### src/rtl/can_sup_pkg.sv
package can_sup_pkg;

  // one cycle of a watchdog: detection and clearing events
  typedef struct packed {
    logic trip;
    logic recover;
  } wd_evt_t;

  localparam logic LVL_DOM = 1'b0;
  localparam logic LVL_REC = 1'b1;

endpackage

### src/rtl/can_sup_sync.sv
module can_sup_sync #(
  parameter int W      = 2,
  parameter int STAGES = 2,
  parameter logic RST_LVL = 1'b1
) (
  input  logic         clk,
  input  logic         rst_n,
  input  logic [W-1:0] d_i,
  output logic [W-1:0] q_o
);

  logic [W-1:0] stg_q [STAGES];

  genvar g;
  generate
    for (g = 0; g < STAGES; g++) begin : g_stage
      always_ff @(posedge clk or negedge rst_n) begin
        if (!rst_n)  stg_q[g] <= {W{RST_LVL}};
        else if (g == 0) stg_q[g] <= d_i;
        else         stg_q[g] <= stg_q[(g == 0) ? 0 : g-1];
      end
    end
  endgenerate

  assign q_o = stg_q[STAGES-1];

endmodule

### src/rtl/can_sup_txd_wd.sv
module can_sup_txd_wd
  import can_sup_pkg::*;
#(
  parameter int TXD_TMO = 65536
) (
  input  logic    clk,
  input  logic    rst_n,
  input  logic    txd_s,
  input  logic    rxd_fall,
  input  logic    nreq,
  output logic    fault_o,
  output wd_evt_t evt_o
);

  localparam int TW = $clog2(TXD_TMO + 1);
  localparam logic [TW-1:0] T_LAST = TW'(TXD_TMO - 1);
  localparam logic [TW-1:0] T_MAX  = TW'(TXD_TMO);

  logic [TW-1:0] cnt_q;
  logic          fault_q;
  wd_evt_t       evt;

  always_comb begin
    evt.recover = fault_q & (nreq | ((txd_s == LVL_REC) & rxd_fall));
    evt.trip    = ~fault_q & (txd_s == LVL_DOM) & (cnt_q == T_LAST);
  end

  always_ff @(posedge clk or negedge rst_n) begin
    if (!rst_n) begin
      cnt_q <= '0;
    end else if ((txd_s == LVL_REC) || evt.recover) begin
      cnt_q <= '0;
    end else if (cnt_q != T_MAX) begin
      cnt_q <= cnt_q + 1'b1;
    end
  end

  always_ff @(posedge clk or negedge rst_n) begin
    if (!rst_n)            fault_q <= 1'b0;
    else if (evt.trip)     fault_q <= 1'b1;
    else if (evt.recover)  fault_q <= 1'b0;
  end

  assign fault_o = fault_q;
  assign evt_o   = evt;

  AST_TCNT_BOUND: assert property (@(posedge clk) disable iff (!rst_n)
    cnt_q <= T_MAX);
  AST_TXD_FAULT_HOLD: assert property (@(posedge clk) disable iff (!rst_n)
    fault_q && !nreq && !(txd_s && rxd_fall) |=> fault_q);
  AST_TXD_NREQ_RECOVER: assert property (@(posedge clk) disable iff (!rst_n)
    fault_q && nreq |=> !fault_q);

endmodule

### src/rtl/can_sup_rxd_wd.sv
module can_sup_rxd_wd
  import can_sup_pkg::*;
#(
  parameter int RXD_WIN = 256
) (
  input  logic    clk,
  input  logic    rst_n,
  input  logic    txd_s,
  input  logic    rxd_s,
  input  logic    rxd_prev,
  input  logic    drv_en,
  input  logic    nreq,
  output logic    fault_o,
  output wd_evt_t evt_o
);

  localparam int RW = $clog2(RXD_WIN + 1);
  localparam logic [RW-1:0] W_LAST = RW'(RXD_WIN - 1);
  localparam logic [RW-1:0] W_MAX  = RW'(RXD_WIN);

  logic [RW-1:0] cnt_q;
  logic          fault_q;
  logic          seen_q;
  logic          driving;
  wd_evt_t       evt;

  always_comb begin
    driving     = drv_en & (txd_s == LVL_DOM);
    evt.recover = fault_q & seen_q & nreq;
    evt.trip    = ~fault_q & (rxd_s == LVL_REC) & driving & (cnt_q == W_LAST);
  end

  always_ff @(posedge clk or negedge rst_n) begin
    if (!rst_n) begin
      cnt_q <= '0;
    end else if ((rxd_s == LVL_DOM) || evt.recover) begin
      cnt_q <= '0;
    end else if (driving && (cnt_q != W_MAX)) begin
      cnt_q <= cnt_q + 1'b1;
    end
  end

  always_ff @(posedge clk or negedge rst_n) begin
    if (!rst_n)                 seen_q <= 1'b0;
    else if (!fault_q)          seen_q <= 1'b0;
    else if (rxd_s != rxd_prev) seen_q <= 1'b1;
  end

  always_ff @(posedge clk or negedge rst_n) begin
    if (!rst_n)           fault_q <= 1'b0;
    else if (evt.trip)    fault_q <= 1'b1;
    else if (evt.recover) fault_q <= 1'b0;
  end

  assign fault_o = fault_q;
  assign evt_o   = evt;

  AST_RXD_NEEDS_EDGE: assert property (@(posedge clk) disable iff (!rst_n)
    fault_q && !seen_q |=> fault_q);
  AST_RCNT_BOUND: assert property (@(posedge clk) disable iff (!rst_n)
    cnt_q <= W_MAX);

endmodule

### src/rtl/can_sup_flag.sv
module can_sup_flag (
  input  logic clk,
  input  logic rst_n,
  input  logic set_i,
  input  logic clr_i,
  output logic flag_o
);

  logic flag_q;

  always_ff @(posedge clk or negedge rst_n) begin
    if (!rst_n)     flag_q <= 1'b0;
    else if (set_i) flag_q <= 1'b1;
    else if (clr_i) flag_q <= 1'b0;
  end

  assign flag_o = flag_q;

  AST_FLAG_STICKY: assert property (@(posedge clk) disable iff (!rst_n)
    flag_q && !clr_i |=> flag_q);
  AST_FLAG_CLEARS: assert property (@(posedge clk) disable iff (!rst_n)
    clr_i && !set_i |=> !flag_q);

endmodule

### src/rtl/can_tx_supervisor.sv
module can_tx_supervisor
  import can_sup_pkg::*;
#(
  parameter int TXD_TMO     = 65536,
  parameter int RXD_WIN     = 256,
  parameter int SYNC_STAGES = 2
) (
  input  logic clk,
  input  logic rst_n,
  input  logic txd_i,
  input  logic rxd_i,
  input  logic mode_normal_i,
  input  logic clr_txd_flag_i,
  input  logic clr_rxd_flag_i,
  output logic drv_en_o,
  output logic bus_tx_o,
  output logic txd_stuck_flag_o,
  output logic rxd_stuck_flag_o
);

  localparam int NFLAG = 2;

  logic [1:0] sync_q;
  logic       txd_s, rxd_s, rxd_prev_q, rxd_fall;
  logic       run_q;
  logic       txd_fault, rxd_fault;
  wd_evt_t    txd_evt, rxd_evt;
  logic [NFLAG-1:0] flag_set, flag_clr, flag_val;

  can_sup_sync #(.W(2), .STAGES(SYNC_STAGES), .RST_LVL(LVL_REC)) u_sync (
    .clk(clk), .rst_n(rst_n), .d_i({rxd_i, txd_i}), .q_o(sync_q)
  );

  assign txd_s = sync_q[0];
  assign rxd_s = sync_q[1];

  always_ff @(posedge clk or negedge rst_n) begin
    if (!rst_n) begin
      rxd_prev_q <= LVL_REC;
      run_q      <= 1'b0;
    end else begin
      rxd_prev_q <= rxd_s;
      run_q      <= 1'b1;
    end
  end

  assign rxd_fall = (rxd_prev_q == LVL_REC) & (rxd_s == LVL_DOM);

  can_sup_txd_wd #(.TXD_TMO(TXD_TMO)) u_txd_wd (
    .clk(clk), .rst_n(rst_n), .txd_s(txd_s), .rxd_fall(rxd_fall),
    .nreq(mode_normal_i), .fault_o(txd_fault), .evt_o(txd_evt)
  );

  can_sup_rxd_wd #(.RXD_WIN(RXD_WIN)) u_rxd_wd (
    .clk(clk), .rst_n(rst_n), .txd_s(txd_s), .rxd_s(rxd_s),
    .rxd_prev(rxd_prev_q), .drv_en(drv_en_o), .nreq(mode_normal_i),
    .fault_o(rxd_fault), .evt_o(rxd_evt)
  );

  assign flag_set = {rxd_evt.trip, txd_evt.trip};
  assign flag_clr = {clr_rxd_flag_i, clr_txd_flag_i};

  genvar f;
  generate
    for (f = 0; f < NFLAG; f++) begin : g_flag
      can_sup_flag u_flag (
        .clk(clk), .rst_n(rst_n), .set_i(flag_set[f]), .clr_i(flag_clr[f]),
        .flag_o(flag_val[f])
      );
    end
  endgenerate

  assign txd_stuck_flag_o = flag_val[0];
  assign rxd_stuck_flag_o = flag_val[1];
  assign drv_en_o = run_q & ~txd_fault & ~rxd_fault;
  assign bus_tx_o = drv_en_o ? txd_s : LVL_REC;

  AST_TRIP_DISABLES: assert property (@(posedge clk) disable iff (!rst_n)
    $rose(txd_stuck_flag_o) |-> !drv_en_o);
  AST_RXD_TRIP_DISABLES: assert property (@(posedge clk) disable iff (!rst_n)
    $rose(rxd_stuck_flag_o) |-> !drv_en_o);
  AST_OFF_RECESSIVE: assert property (@(posedge clk) disable iff (!rst_n)
    !drv_en_o |-> bus_tx_o);
  AST_CLR_KEEPS_OFF: assert property (@(posedge clk) disable iff (!rst_n)
    !drv_en_o && run_q && !mode_normal_i && !rxd_fall |=> !drv_en_o);

  always_ff @(posedge clk) begin
    if (!rst_n) begin
      AST_RESET_OFF: assert (!drv_en_o && bus_tx_o && !txd_stuck_flag_o && !rxd_stuck_flag_o);
    end
  end

endmodule

### config.mk
export PLATFORM = sky130hd
export DESIGN_NAME = can_tx_supervisor
export DESIGN_NICKNAME = d
export VERILOG_FILES = /design/src/rtl/can_sup_pkg.sv /design/src/rtl/can_sup_sync.sv /design/src/rtl/can_sup_txd_wd.sv /design/src/rtl/can_sup_rxd_wd.sv /design/src/rtl/can_sup_flag.sv /design/src/rtl/can_tx_supervisor.sv
export SDC_FILE = /design/constraint.sdc
export NUM_CORES = 1
export LEC_CHECK = 0
export ABC_CLOCK_PERIOD_IN_PS = 1900
export BUFFER_PORTS_ARGS = -buffer_cell sky130_fd_sc_hd__buf_2
export CAP_MARGIN = 20
export CELL_PAD_IN_SITES_DETAIL_PLACEMENT = 1
export CELL_PAD_IN_SITES_GLOBAL_PLACEMENT = 1
export CORE_MARGIN = 1
export CORE_UTILIZATION = 47
export DETAILED_ROUTE_END_ITERATION = 12
export PLACE_DENSITY = 0.81
export SYNTH_ARGS = -nofsm -noshare
export SYNTH_HDL_FRONTEND = slang
export SYNTH_SLANG_ARGS = --single-unit
export TNS_END_PERCENT = 1
### constraint.sdc
create_clock -name clk -period 1.9 [get_ports clk]
set_input_delay 0.38 -clock clk [delete_from_list [all_inputs] [get_ports clk]]
set_output_delay 0.38 -clock clk [all_outputs]
set_load 0.03 [all_outputs]
==> impl_metrics.tcl <==
set metrics [dict create \
    period_share_pct 92.7 \
    grt.overflow.total 0 \
    drive_above_1_share_pct 14.4 \
    worstPathArrival_ns 1.38 \
    initial_core_util_pct 48.9 \
    hold_ws_ns 0.125 \
    yosysWarningCount 0 \
    netlist.area_leader.share_pct 44.7 \
    min_period_ns 1.76 \
    slew_viol_final 0 \
    nets 208 \
    maxSlewHeadroom_pct 62.0 \
    synth.top_cells.by_area "dfrtp_1 (45%), dfstp_2 (7.3%), ha_1 (4.9%)" \
    die_w_um 63.7 \
    areaGrowthSynthToFinish_pct 13.1 \
    synth-simple-area-share_pct 24.0 \
    place.detailed.hpwl_um 2670 \
    htreeDepth 2 \
    grt_pass1_wl_um 6420 \
    cp_max_fo 7 \
    finalSetupViolCount 0 \
    core_sq_um 3660 \
    cts_tree "yes" \
    vias 1352 \
    via_per_inst 5.56 \
    skew_ns 0.00439 \
    insertion_delay_ns 0.29 \
    routed_wl_um 3800 \
    ir_worst_vdd_mv 0.557 \
    power.density_nw_per_um2 818 \
    track_usage_pct 20.8 \
    n_fill_cell 423 \
    avgSynthCellArea_sq_um 10.1 \
    synth_top_family_by_area "simple AND/OR/NAND/NOR gates" \
    hold_viol 0 \
    cts_sinks 37 \
    dieArea_sq_um 4060 \
    max_freq_mhz 568 \
    yosysTopAreaCell "dfrtp_1" \
    p_total_uw 1660 \
    firstDrtPassIters 4 \
    syn-num-nets 192 \
    synth_xor_area_share_pct 8.31 \
    synth.area.mux_share_pct 1.12 \
    cts.clk_slew.worst_paths_ns 0.07 \
    wl_per_cell_um 15.6 \
    min_path_type "primary input to async pin" \
    end_kind "output pin" \
    cts-root-buf "clkbuf_8" \
    place.gp.congestion 0.801 \
    drtIter0Drc 55 \
    synthDistinctLibCells 31 \
    synth_seq_area_share_pct 52.0 \
    grt_pass1_vias 1418 \
    max-cap-violations 0 \
    portBuffers 10 \
    status "complete, no violations" \
    synth_seq_cells 37 \
    criticalPathCategory "flip-flop to output pin" \
    synthCells 178 \
    dpl-instance-area_sq_um 1900 \
    synth_fa_ha_area_share_pct 4.89 \
    ant_nets 0 \
    design_area_sq_um 2030 \
    leakage_uw 0.000883 \
    grt_max_degree 38 \
    worstPathRequired_ns 1.52 \
    postCtsHoldBufs 0 \
    diodes 0 \
    synth-compound-area-share_pct 5.87 \
    die_y_um 63.7 \
    start_kind "flip-flop" \
    worstMarginPinSlew_ns 0.570 \
    netlist_area_sq_um 1790 \
    antenna_found_initial 0 \
    cts_made_buffers 5 \
    post-route-drc-count 0 \
    rows 22 \
    clock_path_buffers 2 \
    r2r_cells 5 \
    io_pins 11 \
]
## metrics by stage
step,std cells,utilization [%],setup TNS (ns),worst slack (ns)
floorplan,178,-,0,0.336
global placement,234,51.8,0,0.257
detailed placement,234,51.8,0,0.132
CTS,243,55.2,0,0.0904
global route,243,55.4,-0.000880,-0.000880
finish,243,55.4,0,0.138
## cells by family (layout without fill, tap and decap cells)
| kind of cell | after synthesis | in the layout |
|---|---|---|
| xor+xnor | 17 | 17 |
| mux | 2 | 2 |
| compound gates | 18 | 18 |
| fa+ha+maj | 7 | 7 |
| simple gates | 79 | 79 |
| flops | 37 | 37 |
| buf+inv | 17 | 34 |
| other cells | 1 | 1 |
## metal layers
metal / part of all wire (%) / track usage (%) / up-vias
li1: - / - / 649
met1: 42 / 23.6 / 678
met2: 54 / 37.1 / 19
met3: 2.7 / 6.07 / 6
met4: 1.4 / 6.82 / 0
met5: 0 / 0 / -
## timing repair
action,in CTS,in global routing
resized for setup,0,1
endpoints found under the setup margin,1,1
cloned,0,0
pin swaps,1,1
setup buffers,1,0
## cell type report
class	count	area (sq um)	area share (%)
sequential	37	932	46.0
tap	48	60.1	2.96
inverter	14	52.6	2.59
multi-input combinational	124	801	39.5
clock inverter	1	30.0	1.48
timing repair buffer	12	65.1	3.21
clock buffer	7	86.3	4.26
## cell usage after synthesis
cell type  instances
dfrtp_1           32
and4_1             2
inv_2              1
nand4_1           10
a41oi_1            1
a21oi_1            6
nor3_1             4
buf_2              1
a211oi_1           1
dfstp_2            5
nor2_1            23
mux2i_1            2
a21oi_2            1
a21o_1             1
xnor2_1            9
nand3_1            9
inv_1             13
ha_1               7
nor4b_1            4
clkbuf_1           2
xor2_1             8
nand3b_1           2
o21ai_0            7
a21boi_0           1
or3_1              4
nor4_1             4
nor4b_4            1
nor3b_1            1
and3_1             4
conb_1             1
nand2_1           11
## critical path, cell delays in order (launching register included)
cell and delay (ns):
dfrtp_1 0.44, nor4b_4 0.34, inv_2 0.12, buf_2 0.19
## worst paths after layout
kind,slack [ns],start,end
setup / recovery,0.14,u_rxd_wd.fault_o$_DFFE_PN0P_,bus_tx_o
hold / removal,0.13,rst_n,u_rxd_wd.cnt_q[8]$_DFFE_PN0P_
setup reg to reg,0.17,u_txd_wd.cnt_q[1]$_DFFE_PN0P_,u_txd_wd.cnt_q[16]$_DFFE_PN0P_
hold reg to reg,0.36,u_sync.stg_q[2]$_DFF_PN1_,u_sync.q_o[0]$_DFF_PN1_
max in group asynchronous,1.42,rst_n,u_sync.stg_q[2]$_DFF_PN1_
min in group clk,0.18,rxd_i,u_sync.stg_q[3]$_DFF_PN1_
## power by group
| group | internal [uW] | total (uW) | switching, uW | leakage [uW] |
|---|---|---|---|---|
| clock network | 428 | 699 | 271 | 0.0000585 |
| logic | 45.6 | 119 | 73.8 | 0.000332 |
| registers | 813 | 840 | 26.8 | 0.000493 |
## registers in the layout, summed over array words and instances (netlist names)
signal                count
u_sync.stg_q              2
u_rxd_wd.cnt_q            9
rxd_prev_q                1
u_rxd_wd.fault_o          1
u_sync.q_o                2
u_txd_wd.fault_o          1
run_q                     1
g_flag.u_flag.flag_o      2
u_txd_wd.cnt_q           17
u_rxd_wd.seen_q           1
## layout by cell type, fill, tap and decap left out, types with 8 or more instances in the layout
cell type   n
xnor2_1     9
dfrtp_1    32
nand3_1     9
inv_1      13
nand4_1    10
xor2_1      8
buf_2      10
nand2_1    11
nor2_1     23
No activity file was read; power rests on OpenSTA's default activity.
